File: src/rtl/i2c_byte_master.sv
module i2c_byte_master #(
  parameter logic [7:0] DIV_RST = 8'd4
) (
  input  logic       clk,
  input  logic       rst_n,
  input  logic       wr_en,
  input  logic [2:0] addr,
  input  logic [7:0] wdata,
  output logic [7:0] rdata,
  output logic       irq,
  input  logic       sda_i,
  output logic       scl_oe,
  output logic       sda_oe
);
  localparam logic [2:0] A_MODE = 3'd0, A_CTRL = 3'd1, A_TXD = 3'd2,
                         A_RXD = 3'd3, A_STAT = 3'd4, A_DIV = 3'd5;

  typedef enum logic [2:0] {S_IDLE, S_START, S_BYTE, S_WAIT, S_RSTART, S_STOP} st_t;

  st_t        st;
  logic [1:0] mode_q, ph;
  logic [7:0] txd_q, rxd_q, div_q, qcnt, sh_q;
  logic [3:0] bitc;
  logic       err_q, ack_q, rx_q, ackv_q;

  wire ctl_wr  = wr_en && addr == A_CTRL;
  wire req_sp  = ctl_wr && wdata[1];
  wire req_rs  = ctl_wr && wdata[2] && !wdata[1];
  wire req_st  = ctl_wr && wdata[0] && !wdata[1] && !wdata[2];
  wire err_clr = wr_en && addr == A_STAT && wdata[0];
  wire in_wait = st == S_WAIT;
  wire busy    = st != S_IDLE;
  wire active  = busy && !in_wait;
  wire tick    = qcnt == 8'd0;
  wire samp    = st == S_BYTE && tick && ph == 2'd1;
  wire bit_end = tick && ph == 2'd3;
  wire ackbit  = bitc == 4'd8;
  wire bit_val = ackbit ? (!rx_q || ackv_q) : (rx_q || sh_q[7]);

  always_comb begin
    scl_oe = 1'b0;
    sda_oe = 1'b0;
    case (st)
      S_START:  sda_oe = ph[1];
      S_BYTE:   begin scl_oe = !ph[1]; sda_oe = !bit_val; end
      S_WAIT:   scl_oe = 1'b1;
      S_RSTART: begin scl_oe = ph == 2'd0; sda_oe = ph[1]; end
      S_STOP:   begin scl_oe = ph == 2'd0; sda_oe = !ph[1]; end
      default:  ;
    endcase
  end

  always_comb begin
    case (addr)
      A_MODE:  rdata = {6'd0, mode_q};
      A_TXD:   rdata = txd_q;
      A_RXD:   rdata = rxd_q;
      A_STAT:  rdata = {4'd0, in_wait, busy, ack_q, err_q};
      A_DIV:   rdata = div_q;
      default: rdata = 8'd0;
    endcase
  end

  always_ff @(posedge clk or negedge rst_n) begin
    if (!rst_n) begin
      st <= S_IDLE;
      mode_q <= '0;
      txd_q <= '0;
      rxd_q <= '0;
      div_q <= DIV_RST;
      qcnt <= DIV_RST;
      sh_q <= '0;
      ph <= '0;
      bitc <= '0;
      err_q <= 1'b0;
      ack_q <= 1'b0;
      rx_q <= 1'b0;
      ackv_q <= 1'b0;
      irq <= 1'b0;
    end else begin
      irq <= 1'b0;
      if (wr_en && addr == A_MODE) mode_q <= wdata[1:0];
      if (wr_en && addr == A_TXD) txd_q <= wdata;
      if (wr_en && addr == A_DIV) div_q <= wdata;
      if (err_clr) err_q <= 1'b0;
      qcnt <= (!active || tick) ? div_q : qcnt - 8'd1;
      if (active && tick) ph <= ph + 2'd1;
      if (samp) begin
        if (ackbit) begin
          ack_q <= sda_i;
          if (!rx_q && sda_i) err_q <= 1'b1;
        end else begin
          rxd_q <= {rxd_q[6:0], sda_i};
          if (!rx_q && sh_q[7] && !sda_i) err_q <= 1'b1;
        end
      end
      case (st)
        S_IDLE: if (req_st) begin
          st <= S_START;
          ph <= '0;
          rx_q <= 1'b0;
        end
        S_WAIT: begin
          ph <= '0;
          bitc <= '0;
          if (req_sp) st <= S_STOP;
          else if (req_rs) begin
            st <= S_RSTART;
            rx_q <= 1'b0;
          end else if (req_st) begin
            st <= S_BYTE;
            sh_q <= txd_q;
            rx_q <= mode_q[0];
            ackv_q <= mode_q[1];
          end
        end
        S_START, S_RSTART: if (bit_end) begin
          st <= S_BYTE;
          sh_q <= txd_q;
          bitc <= '0;
        end
        S_BYTE: if (bit_end) begin
          sh_q <= {sh_q[6:0], 1'b0};
          bitc <= bitc + 4'd1;
          if (ackbit) begin
            st <= S_WAIT;
            irq <= 1'b1;
          end
        end
        S_STOP: if (bit_end) st <= S_IDLE;
        default: st <= S_IDLE;
      endcase
    end
  end

  AST_IRQ_SINGLE: assert property (@(posedge clk) disable iff (!rst_n) irq |=> !irq);
  AST_IRQ_ON_PARK: assert property (@(posedge clk) disable iff (!rst_n) $rose(in_wait) |-> irq);
  AST_PARK_HOLD: assert property (@(posedge clk) disable iff (!rst_n) (in_wait && !ctl_wr) |=> in_wait);
  AST_SDA_STEADY: assert property (@(posedge clk) disable iff (!rst_n)
    (st == S_BYTE && ph[1] && $past(st == S_BYTE && ph[1])) |-> $stable(sda_oe));
  AST_ERR_STICKY: assert property (@(posedge clk) disable iff (!rst_n) (err_q && !err_clr) |=> err_q);
  AST_MIDBYTE_IGNORE: assert property (@(posedge clk) disable iff (!rst_n)
    (st == S_BYTE && ctl_wr && !(bit_end && ackbit)) |=> st == S_BYTE);
endmodule

File: config.mk
export PLATFORM = sky130hd
export DESIGN_NAME = i2c_byte_master
export DESIGN_NICKNAME = d
export VERILOG_FILES = /design/src/rtl/i2c_byte_master.sv
export SDC_FILE = /design/constraint.sdc
export NUM_CORES = 1
export LEC_CHECK = 0
export BUFFER_PORTS_ARGS = -buffer_cell sky130_fd_sc_hd__buf_2
export CORE_MARGIN = 2
export CORE_UTILIZATION = 50
export CTS_CLUSTER_DIAMETER = 120
export DETAILED_ROUTE_END_ITERATION = 8
export PLACE_DENSITY_LB_ADDON = 0.12
export SYNTH_ARGS = -nofsm -noshare
export SYNTH_HDL_FRONTEND = slang
export SYNTH_SLANG_ARGS = --single-unit
File: constraint.sdc
create_clock -name clk -period 1.85 [get_ports clk]
set_clock_uncertainty 0.05 [all_clocks]
set_input_delay 0.2775 -clock clk [delete_from_list [all_inputs] [get_ports clk]]
set_output_delay 0.2775 -clock clk [all_outputs]
set_load 0.005 [all_outputs]
After elaboration in Yosys (flattened, before gate mapping)
Cells that the tools add are included.
{"block": "op_classes", "n_bitwise": 3, "reduce_logical": 47, "n_mux": 39, "addsub": 3, "eq_ne": 23}
{"cell": "8-bit two-way mux", "count": 6}
{"cell": "8-bit one-hot mux with 5 select lines", "count": 1}
{"cell": "3-bit two-way mux", "count": 8}
{"cell": "8-bit one-hot mux with 3 select lines", "count": 1}
{"cell": "1-bit logical AND", "count": 20}
{"cell": "3-bit one-hot mux with 5 select lines", "count": 1}
{"cell": "2-bit inequality test, second input constant", "count": 7}
{"cell": "1-bit two-way mux", "count": 13}
{"cell": "3-bit by 2-bit == test with 1-bit output, second input constant", "count": 4}
{"cell": "3-bit == test, second input constant", "count": 4}
{"cell": "4-bit one-hot mux with 3 select lines", "count": 1}
{"cell": "6-bit AND reduction", "count": 2}
{"cell": "1-bit zero test", "count": 8}
{"cell": "8-bit zero test", "count": 1}
{"cell": "4-bit two-way mux", "count": 2}
{"cell": "4-bit AND reduction", "count": 2}
{"cell": "8-bit by 1-bit subtractor with 8-bit output, second input constant", "count": 1}
{"cell": "3-bit by 1-bit == test with 1-bit output, second input constant", "count": 2}
{"cell": "3-bit zero test", "count": 2}
{"cell": "1-bit one-hot mux with 3 select lines", "count": 2}
{"cell": "3-bit nonzero test", "count": 2}
{"cell": "4-bit by 1-bit adder with 4-bit output, second input constant", "count": 1}
{"cell": "4-bit == test, second input constant", "count": 1}
{"cell": "2-bit two-way mux", "count": 2}
{"cell": "15 further kinds", "count": 21}
{"block": "word_totals", "output_inout_bits": 11, "word_cells": 129, "input_bits": 15, "ff_bits": 56}

Depth between registers and ports, before layout
Gate-level depths: netlist (run 1).
{"block": "depth", "depth_word": 9, "mapped_depth": 7, "mapped_depth_nobuf": 6}

Least setup slack after synthesis (run 1)
Ideal clock, no wire load.
{"block": "synth_timing", "kind": "reg-to-reg", "start": "register qcnt[0]", "end": "register sh_q[1]", "setup_ps": 125, "stages_incl_launch_ff": 7, "arrival_time_ps": 1848, "path_slack_ps": -172, "period_less_slack_ps": 2022, "n_path_buf": 0, "t_required_ps": 1675, "path_cell_list": "dfrtp_1 > inv_1 > ha_1 > and4bb_2 > nand2_1 > o31ai_4 > mux2_2"}
{"block": "synth_between", "elab_chain_cells": 4, "word_cells_on_any_way": 5, "classes_between": "2 x eq/ne; 3 x reduce/logical"}
{"element": "start, declared", "line_no": "22", "text": "logic [7:0] txd_q, rxd_q, div_q, qcnt, sh_q;"}
{"element": "start signal, assigned", "line_no": "86", "text": "qcnt <= (!active || tick) ? div_q : qcnt - 8'd1;"}
{"element": "8-bit zero test (*)", "line_no": "34", "text": "wire tick = qcnt == 8'd0;"}
{"element": "1-bit logical AND (*)", "line_no": "36", "text": "wire bit_end = tick && ph == 2'd3;"}
{"element": "2-bit inequality test (no line) / 2-bit by 1-bit inequality test with 1-bit output (equally long branches)"}
{"element": "6-bit AND reduction (no line) (*)"}
{"element": "end signal, assigned", "line_no": "112", "text": "sh_q <= txd_q;"}
{"element": "end signal, assigned", "line_no": "119", "text": "sh_q <= txd_q;"}
{"element": "end signal, assigned", "line_no": "123", "text": "sh_q <= {sh_q[6:0], 1'b0};"}
{"element": "end, declared", "line_no": "22"}
Every way passes the cells marked *; elsewhere a longest branch is shown, timed or not.
A chain may end at the register's enable or synchronous reset.

Worst setup path after layout (run 1)
{"block": "layout_timing", "start": "register bitc[1]", "end": "output sda_oe"}
{"block": "layout_between", "elab_chain_cells": 4}
{"element": "start, declared", "line_no": "23", "text": "logic [3:0] bitc;"}
{"element": "start signal, assigned", "line_no": "124", "text": "bitc <= bitc + 4'd1;"}
{"element": "4-bit == test", "line_no": "37", "text": "wire ackbit = bitc == 4'd8;"}
{"element": "1-bit two-way mux", "line_no": "38", "text": "wire bit_val = ackbit ? (!rx_q || ackv_q) : (rx_q || sh_q[7]);"}
{"element": "1-bit zero test", "line_no": "45", "text": "S_BYTE: begin scl_oe = !ph[1]; sda_oe = !bit_val; end"}
{"element": "1-bit one-hot mux with 3 select lines", "line_no": "43", "text": "case (st)"}
{"element": "end, declared", "line_no": "13", "text": "output logic sda_oe"}
Every way passes these cells.

==> impl_metrics.tcl, run 1 <==
set metrics [dict create \
    drtIter0Drc 162 \
    finalHoldViolCount 0 \
    drc_errors 0 \
    relSlewSlack_pct 68.8 \
    die_h_um 82.5 \
    crit_family "simple AND/OR/NAND/NOR gates" \
    max_stage_delay_ns 0.41 \
    p_seq_share_pct 33.5 \
    syn_nets 301 \
    viasPerCell 5.62 \
    cts_num_sinks 56 \
    cts_tree "built" \
    cp-end-kind "primary output" \
    clockRootBuffer "clkbuf_8" \
    ys_seq_area_share_pct 45.5 \
    syn_inst 280 \
    pin_count 26 \
    firstDrtPassIters 4 \
    synthTopCellsByArea "dfrtp_1 (44%), mux2_2 (15%), mux2i_1 (3.9%)" \
    initial_core_util_pct 51.8 \
    grt_pass1_wl_um 12300 \
    syn_area_mm2 0.00308 \
    cp_max_fo 2 \
    timing.reg2reg.setup_slack_ns -0.10 \
    hold_ws_ns 0.169 \
    crit_path_cell_trace "inv_2, ha_4, nand3b_1, nor3b_2, a21oi_2, o32ai_2, buf_2" \
    place.gp.congestion 0.829 \
    synth_edf_count 0 \
    die-area_mm2 0.00681 \
    met2_length_um 3960 \
    groute.usage.overall_pct 24.4 \
    p_per_area_mw_per_mm2 1270 \
    status "finished, violations left" \
    violations "negative setup slack" \
    cts_buffer_depth 2 \
    nets 387 \
    r2r_start "qcnt[3]$_DFF_PN0_" \
    routed.top_layer "met4" \
    wl_um 7800 \
    antenna_found_initial 0 \
    timing.fmax_mhz 497 \
    slowest_stage "dfrtp_1" \
    arrival_ns 1.68 \
    clkTransAtPathRegs_ns 0.11 \
    ys_types 51 \
    routedWlPerCell_um 17.6 \
    hold_path_class "input pin to flop" \
    drtAntennaViolNets 0 \
    p_switching_mw 1.89 \
    rows 28 \
    cap_violations 0 \
    vdd_drop_max_uv 628 \
    required_ns 1.52 \
    r2r-end "rxd_q[3]$_DFFE_PN0P_" \
    die_w_um 82.5 \
    dp_hpwl_um 5390 \
    dp_slack_ns -0.112 \
    rsz0062_at_grt "true" \
    yosysWarnings 0 \
    final_layout_size_suffix_gt1_share_pct 50.4 \
    dr_total_vias 2485 \
    reg2reg_depth 4 \
    crit_type "flop to primary output" \
    finalCritPeriodShare_pct 109 \
    internal_power_mw 3.32 \
    dr_wl_met3_um 222 \
    synth_top_cell_by_area "dfrtp_1" \
    grt_max_degree 42 \
    whs_endpoint "div_q[7]$_DFFE_PN0P_" \
    portBuffers 25 \
    critPathLaunchType "flop" \
    grt_pass1_vias 2396 \
    synth_common_cells "dfrtp_1 (54), mux2_2 (42), nand2_1 (23)" \
    p_sw_share_pct 36.3 \
    synth-async-reset-ratio_pct 100 \
    worst_pin_slew_ns 0.466 \
    synth_most_common_cell "dfrtp_1" \
    cp_num_buf_inv 2 \
    n_fill_cell 478 \
    diodes 0 \
    hp-start "wdata[7]" \
    min_period_ns 2.01 \
    m1WireLength_um 3510 \
    min_path_cells 2 \
    synth-seq-cells 56 \
    finalSetupViolCount 25 \
    worst_slack_ns -0.162 \
    cts.htree.levels 2 \
    final-max-slew-violation-count 0 \
    grt_overflow 0 \
    core_mm2 0.00596 \
    pwr-share-clk_pct 16.9 \
    insertion_delay_ns 0.31 \
    static-leakage-power_nw 1.90 \
    combPwrFrac_pct 49.6 \
    regArea_mm2 0.00141 \
    numCtsBuffers 5 \
    multiInputGateArea_mm2 0.00175 \
    syn2layout_area_growth_pct 32.8 \
    synth.avg_cell_area_um2 11.0 \
    synth_top_flop_cell "dfrtp_1" \
    yosysTopAreaCellShare_pct 43.8 \
]
through the flow:
step           total power [mW]  setup TNS (ns)  util, %  cells  area (um2)
5_1_grt                    5.55           -3.60     68.7    442        4090
3_3_place_gp               3.78          -0.759     60.8    415        3620
2_1_floorplan              2.96          -0.700        -    280        3090
3_5_place_dp               3.81           -1.32     60.8    415        3620
6_report                   5.22           -1.33     68.7    442        4090
4_1_cts                    4.89           -1.32     66.2    433        3940
worst register-to-register path, cell delays in order, from the launching register on:
cell,delay [ns]
dfrtp_1,0.42
or4_4,0.55
nor3_4,0.22
nand4_4,0.24
mux2_4,0.35
cell type report:
type | instances | area share, %
multi-input cells | 200 | 42.6
flip-flops and latches | 56 | 34.4
repair buffers | 90 | 16.4
clock buffers | 7 | 2.35
well taps | 75 | 2.29
inverters | 13 | 1.19
clock inverters | 1 | 0.734
how the worst max path moves through the flow:
stage | startpoint | endpoint | depth (start not counted)
after floorplan | wdata[1] | sh_q[1]$_DFFE_PN0P_ | 5
after global placement | wdata[2] | sh_q[1]$_DFFE_PN0P_ | 5
after detailed placement | qcnt[3]$_DFF_PN0_ | rxd_q[3]$_DFFE_PN0P_ | 4
after CTS | st[1]$_DFFE_PN0P_ | rdata[2] | 4
after global routing | bitc[1]$_DFFE_PN0P_ | sda_oe | 7
final | bitc[1]$_DFFE_PN0P_ | sda_oe | 7
layer usage:
layer / vias to the layer above / global-route usage [%]
li1: 1200 / -
met1: 1236 / 33.2
met2: 41 / 40.6
met3: 8 / 3.70
met4: 0 / 6.23
met5: - / 0
power by group through the flow:
stage / clock (mW) / sequential (mW) / combinational, mW
after floorplan: 0 / 1.71 / 1.25
after global placement: 0 / 1.76 / 2.02
after detailed placement: 0 / 1.77 / 2.04
after CTS: 0.904 / 1.74 / 2.24
after global routing: 0.951 / 1.78 / 2.81
final: 0.879 / 1.75 / 2.59
layout by cell type (no fill, tap or decap), types with 5 or more instances in the layout:
cell type,count
clkbuf_8,7
mux2_4,8
buf_6,8
o21ai_1,7
mux2i_1,12
nor3_1,5
nand2_1,15
nand2_2,6
inv_1,11
a31oi_1,7
a21oi_1,8
nor2_1,12
buf_4,54
o21ai_0,8
dfrtp_1,51
buf_2,25
mux2_2,34
registers in the layout, summed over array words and instances (netlist names):
| signal | flops |
|---|---|
| rxd_q | 8 |
| st | 3 |
| bitc | 4 |
| qcnt | 8 |
| irq | 1 |
| ackv_q | 1 |
| sh_q | 8 |
| rx_q | 1 |
| div_q | 8 |
| ack_q | 1 |
| ph | 2 |
| mode_q | 2 |
| txd_q | 8 |
| err_q | 1 |
what timing repair did:
action | in CTS | in global routing
endpoints found under the setup margin | 20 | 38
gates cloned | 0 | 1
hold endpoints to repair | 15 | 0
buffers inserted | 9 | 9
gates resized for setup | 24 | 35
pin swaps | 9 | 22
hold buffers | 1 | 0
logic make-up (layout without fill, tap and decap cells):
logic type	Yosys count	after routing	share of synthesized area [%]
AOI/OAI and AO/OA	59	59	13.3
muxes	54	54	19.2
adders and majority gates	6	6	2.44
and+or+nand+nor	73	73	14.2
DFF	56	56	45.5
buffers and inverters	24	111	3.00
xor gates and xnor gates	8	8	2.27
Note: power is estimated with default switching activity, not from simulation.
==> run 2: changes to the inputs <==
==> constraint.sdc (replaced) <==
create_clock -name clk -period 2 [get_ports clk]
set_clock_uncertainty 0.05 [all_clocks]
set_input_delay 0.3 -clock clk [delete_from_list [all_inputs] [get_ports clk]]
set_output_delay 0.3 -clock clk [all_outputs]
set_load 0.005 [all_outputs]
==> run 2 against run 1 <==
- the flow still finishes with violations (negative setup slack)
- via count fell by 1.9%
- count of clock-buffer cells in the layout unchanged
- register-to-register slack improved by 0.14 ns
- power shrank 14%
- worst setup slack improved by 0.11 ns
- critical path depth fell by 2
- sequential cell count stayed put
- sequential share of layout area up 1.7 points
- final area is 5.0% lower
- critical endpoint is now rdata[2]
- largest cell class unchanged
==> impl_metrics.tcl, run 2 (synthesized netlist as in run 1, its figures left out) <==
set metrics [dict create \
    hp-start "wdata[4]" \
    dr_total_vias 2439 \
    wl_um 7520 \
    finalCritPeriodShare_pct 103 \
    drc_errors 0 \
    clockRootBuffer "clkbuf_8" \
    nets 376 \
    clkTransAtPathRegs_ns 0.10 \
    cts_num_sinks 56 \
    syn2layout_area_growth_pct 26.2 \
    slowest_stage "dfrtp_1" \
    final-max-slew-violation-count 0 \
    reg2reg_depth 4 \
    dp.cells 409 \
    min_period_ns 2.05 \
    grt_overflow 0 \
    cp_max_fo 2 \
    vdd_drop_max_uv 634 \
    cp-end-kind "primary output" \
    drtIter0Drc 100 \
    rsz0062_at_grt "true" \
    violations "negative setup slack" \
    dp_hpwl_um 5400 \
    finalHoldViolCount 0 \
    grt_pass1_wl_um 12300 \
    hold_path_class "input pin to flop" \
    n_fill_cell 496 \
    crit_type "flop to primary output" \
    status "finished, violations left" \
    worst_pin_slew_ns 0.437 \
    die_w_um 82.5 \
    placed_area_mm2 0.00357 \
    grt_max_degree 44 \
    p_per_area_mw_per_mm2 1160 \
    antenna_found_initial 0 \
    critPathLaunchType "flop" \
    numCtsBuffers 5 \
    routedWlPerCell_um 17.5 \
    dp_slack_ns -0.0306 \
    timing.fmax_mhz 487 \
    die_h_um 82.5 \
    cap_violations 0 \
    min_path_cells 2 \
    insertion_delay_ns 0.31 \
    cp-startpoint "st[1]$_DFFE_PN0P_" \
    rows 28 \
    crit_path_cell_trace "buf_6, or3_4, a221oi_2, a21oi_1, buf_2" \
    finalSetupViolCount 2 \
    final_layout_size_suffix_gt1_share_pct 44.1 \
    max_stage_delay_ns 0.43 \
    drtAntennaViolNets 0 \
    core_mm2 0.00596 \
    final_cell_mix "dfrtp_1 (53), buf_4 (48), mux2_2 (41)" \
    viasPerCell 5.66 \
    relSlewSlack_pct 70.9 \
    post-route-util_pct 65.3 \
    stdcell_area_mm2 0.00389 \
    cp_num_buf_inv 2 \
    place.gp.congestion 0.901 \
    crit_family "flip-flops" \
    firstDrtPassIters 4 \
    timing.reg2reg.setup_slack_ns 0.04 \
    whs_endpoint "txd_q[4]$_DFFE_PN0P_" \
    groute.usage.overall_pct 24.1 \
    portBuffers 25 \
    diodes 0 \
    r2r_start "qcnt[2]$_DFF_PN1_" \
    initial_core_util_pct 51.8 \
    final_cell_count_no_fill 431 \
    finalSetupTns_ns -0.0558 \
    grt_pass1_vias 2413 \
    die-area_mm2 0.00681 \
    cts_tree "built" \
    required_ns 1.65 \
    final_common_cell "dfrtp_1" \
    cts.htree.levels 2 \
    worst_slack_ns -0.0522 \
    arrival_ns 1.70 \
    pin_count 26 \
    r2r-end "rxd_q[7]$_DFFE_PN0P_" \
    cts_buffer_depth 2 \
    static-leakage-power_nw 1.81 \
]
-- run 2: layout make-up --
class	count	area (um2)	area share, %
multi-input cells	200	1660	42.6
repair buffers	79	561	14.4
well taps	75	93.8	2.41
clock inverters	1	30.0	0.772
clock buffers	7	96.3	2.48
inverters	13	48.8	1.25
flip-flops and latches	56	1410	36.1
-- run 2: routing by layer --
layer	share of wire, %	global-route usage [%]
met2	49	39.4
met1	46	33.6
met5	0	0
met3	3.5	3.37
met4	1.6	6.39
-- run 2: worst max-delay path by stage --
stage / cells after the start / endpoint / slack, ns
CTS: 5 / rdata[2] / -0.05
global placement: 6 / sh_q[3]$_DFFE_PN0P_ / 0.01
detailed placement: 6 / sh_q[4]$_DFFE_PN0P_ / -0.03
floorplan: 6 / sh_q[1]$_DFFE_PN0P_ / 0.02
finish: 5 / rdata[2] / -0.05
global route: 5 / rdata[2] / -0.10
-- run 2: power breakdown --
group | total [mW] | leakage (nW) | internal (mW) | switching (mW)
clock network | 0.823 | 0.0645 | 0.443 | 0.380
logic | 2.09 | 1.03 | 1.04 | 1.05
registers | 1.58 | 0.715 | 1.38 | 0.199
-- run 2: metrics by stage --
| stage | power (mW) | hold WS (ns) |
|---|---|---|
| final | 4.49 | 0.188 |
| after CTS | 4.42 | 0.183 |
| after detailed placement | 3.42 | 0.190 |
| after floorplan | 2.73 | -0.0456 |
| after global placement | 3.38 | 0.188 |
| after global routing | 4.79 | 0.194 |
-- run 2: worst reg2reg max path: stages, from the launching register on --
cell and delay [ns]:
dfstp_2 0.41, or4_4 0.55, nor3_4 0.25, nand4_4 0.23
mux2_4 0.36
-- run 2: what timing repair did --
item / 4_1_cts / 5_1_grt
resized for setup: 12 / 9
buffers inserted: 12 / 1
gates cloned: 0 / 0
pin swaps: 7 / 8
setup endpoints to repair: 10 / 20
hold buffers: 1 / 0
endpoints found under the hold margin: 13 / 0
==> run 3: changes to the inputs <==
--- a/config.mk
+++ b/config.mk
@@ -6,11 +6,12 @@
 export NUM_CORES = 1
 export LEC_CHECK = 0
 export BUFFER_PORTS_ARGS = -buffer_cell sky130_fd_sc_hd__buf_2
+export CAP_MARGIN = 20
 export CORE_MARGIN = 2
 export CORE_UTILIZATION = 50
 export CTS_CLUSTER_DIAMETER = 120
 export DETAILED_ROUTE_END_ITERATION = 8
-export PLACE_DENSITY_LB_ADDON = 0.12
+export PLACE_DENSITY = 0.69
 export SYNTH_ARGS = -nofsm -noshare
 export SYNTH_HDL_FRONTEND = slang
 export SYNTH_SLANG_ARGS = --single-unit
==> run 3 against run 2 <==
- the run still ends with negative setup slack left
- via count fell by 1.0%
- sequential power rose by 4%
- routed wire length fell by 3.1%
- final area fell by 1.9%
- fmax rose by 1.3%
- hold slack improved by 0.011 ns
- combinational power fell by 4%
- highest routed layer unchanged
- power fell by 5.0%
- largest power group unchanged
- first-iteration DRC count rose by 24%
- critical path depth fell by 1
- core utilization fell by 1.3 points
- sequential share of layout area rose by 0.78 points
- critical endpoint is now rxd_q[4]$_DFFE_PN0P_
==> impl_metrics.tcl, run 3 (synthesized netlist as in run 1, its figures left out) <==
set metrics [dict create \
    dr_total_vias 2414 \
    pwr-share-clk_pct 14.6 \
    finalHoldViolCount 0 \
    worst_slack_ns -0.0267 \
    placed_area_mm2 0.00352 \
    required_ns 2.15 \
    p_sw_share_pct 37.6 \
    post-route-util_pct 64.1 \
    p_switching_mw 1.61 \
    drc_errors 0 \
    dp.cells 402 \
    groute.usage.overall_pct 22.8 \
    portBuffers 25 \
    combPwrFrac_pct 47.1 \
    die_w_um 82.5 \
    cts_buffer_depth 2 \
    dp_hpwl_um 5320 \
    crit_type "flop to flop" \
    vdd_drop_max_uv 539 \
    hold_path_class "input pin to flop" \
    relSlewSlack_pct 64.8 \
    pin_count 26 \
    status "finished, violations left" \
    internal_power_mw 2.66 \
    insertion_delay_ns 0.31 \
    diodes 0 \
    rsz0062_at_grt "true" \
    final_cell_count_no_fill 425 \
    worst_pin_slew_ns 0.528 \
    wl_um 7290 \
    grt_overflow 0 \
    viasPerCell 5.68 \
    arrival_ns 2.17 \
    firstDrtPassIters 4 \
    cp_max_fo 8 \
    final_cell_mix "dfrtp_1 (51), mux2_2 (41), buf_4 (41)" \
    clkTransAtPathRegs_ns 0.10 \
    critPathLaunchType "flop" \
    grt_pass1_vias 2312 \
    p_per_area_mw_per_mm2 1120 \
    cts_num_sinks 56 \
    cts.htree.levels 2 \
    nets 370 \
    cp-end-kind "flop" \
    finalSetupViolCount 8 \
    core_mm2 0.00596 \
    numCtsBuffers 5 \
    finalCritPeriodShare_pct 101 \
    routedWlPerCell_um 17.2 \
    drtIter0Drc 124 \
    stdcell_area_mm2 0.00381 \
    die-area_mm2 0.00681 \
    grt_pass1_wl_um 11600 \
    min_period_ns 2.03 \
    syn2layout_area_growth_pct 23.7 \
    p_total_mw 4.27 \
    rows 28 \
    dp_slack_ns 0.0176 \
    static-leakage-power_nw 1.75 \
    finalSetupTns_ns -0.0572 \
    hold_ws_ns 0.199 \
    timing.fmax_mhz 493 \
    antenna_found_initial 0 \
    drtAntennaViolNets 0 \
    cap_violations 0 \
    cts_tree "built" \
    grt_max_degree 36 \
    p_seq_share_pct 38.3 \
    die_h_um 82.5 \
    final_layout_size_suffix_gt1_share_pct 42.6 \
    final-max-slew-violation-count 0 \
    initial_core_util_pct 51.8 \
    final_common_cell "dfrtp_1" \
    clockRootBuffer "clkbuf_8" \
    violations "negative setup slack" \
    place.gp.congestion 0.862 \
]
-- run 3: power groups by stage --
stage	Clock, mW	Sequential, mW	Combinational [mW]
3_5_place_dp	0	1.66	1.70
6_report	0.622	1.64	2.01
5_1_grt	0.681	1.66	2.23
3_3_place_gp	0	1.65	1.66
2_1_floorplan	0	1.58	1.15
4_1_cts	0.634	1.63	1.82
-- run 3: routing by layer --
| layer | vias up | GRT usage [%] | wire length (um) |
|---|---|---|---|
| li1 | 1157 | - | - |
| met1 | 1206 | 31.1 | 3320 |
| met2 | 41 | 37.9 | 3660 |
| met3 | 10 | 3.37 | 218 |
| met4 | 0 | 6.56 | 94 |
| met5 | - | 0 | 0 |
-- run 3: worst max-delay path: stages, from the launching register on --
cell and delay [ns]:
dfrtp_1 0.43, or4_4 0.58, nor3_4 0.27, nand4_4 0.23, mux2_4 0.35
-- run 3: area by class of cell --
type,instances,area [um2]
clock buffers,7,76.3
clock inverters,1,8.76
fillers,516,2140
inverters,13,48.8
multi-input cells,200,1640
flip-flops and latches,56,1410
well taps,75,93.8
repair buffers,73,537
-- run 3: path summary, 6_finish.rpt --
kind / from / endpoint / slack [ns] / cells past startpoint
worst max-delay path: qcnt[3]$_DFF_PN0_ / rxd_q[4]$_DFFE_PN0P_ / -0.03 / 4
worst min-delay path: wdata[6] / div_q[6]$_DFFE_PN0P_ / 0.20 / 2
worst max register to register: qcnt[3]$_DFF_PN0_ / rxd_q[4]$_DFFE_PN0P_ / -0.03 / 4
worst min register to register: err_q$_DFF_PN0_ / err_q$_DFF_PN0_ / 0.44 / 2
max in group asynchronous: rst_n / qcnt[2]$_DFF_PN1_ / 0.83 / 3
min in group asynchronous: rst_n / txd_q[5]$_DFFE_PN0P_ / 0.45 / 2
-- run 3: timing repair --
action	in CTS	in global routing
endpoints found under the hold margin	21	0
hold buffers	1	0
setup buffers	6	8
endpoints found under the setup margin	4	24
pin swaps	0	6
resized for setup	7	13
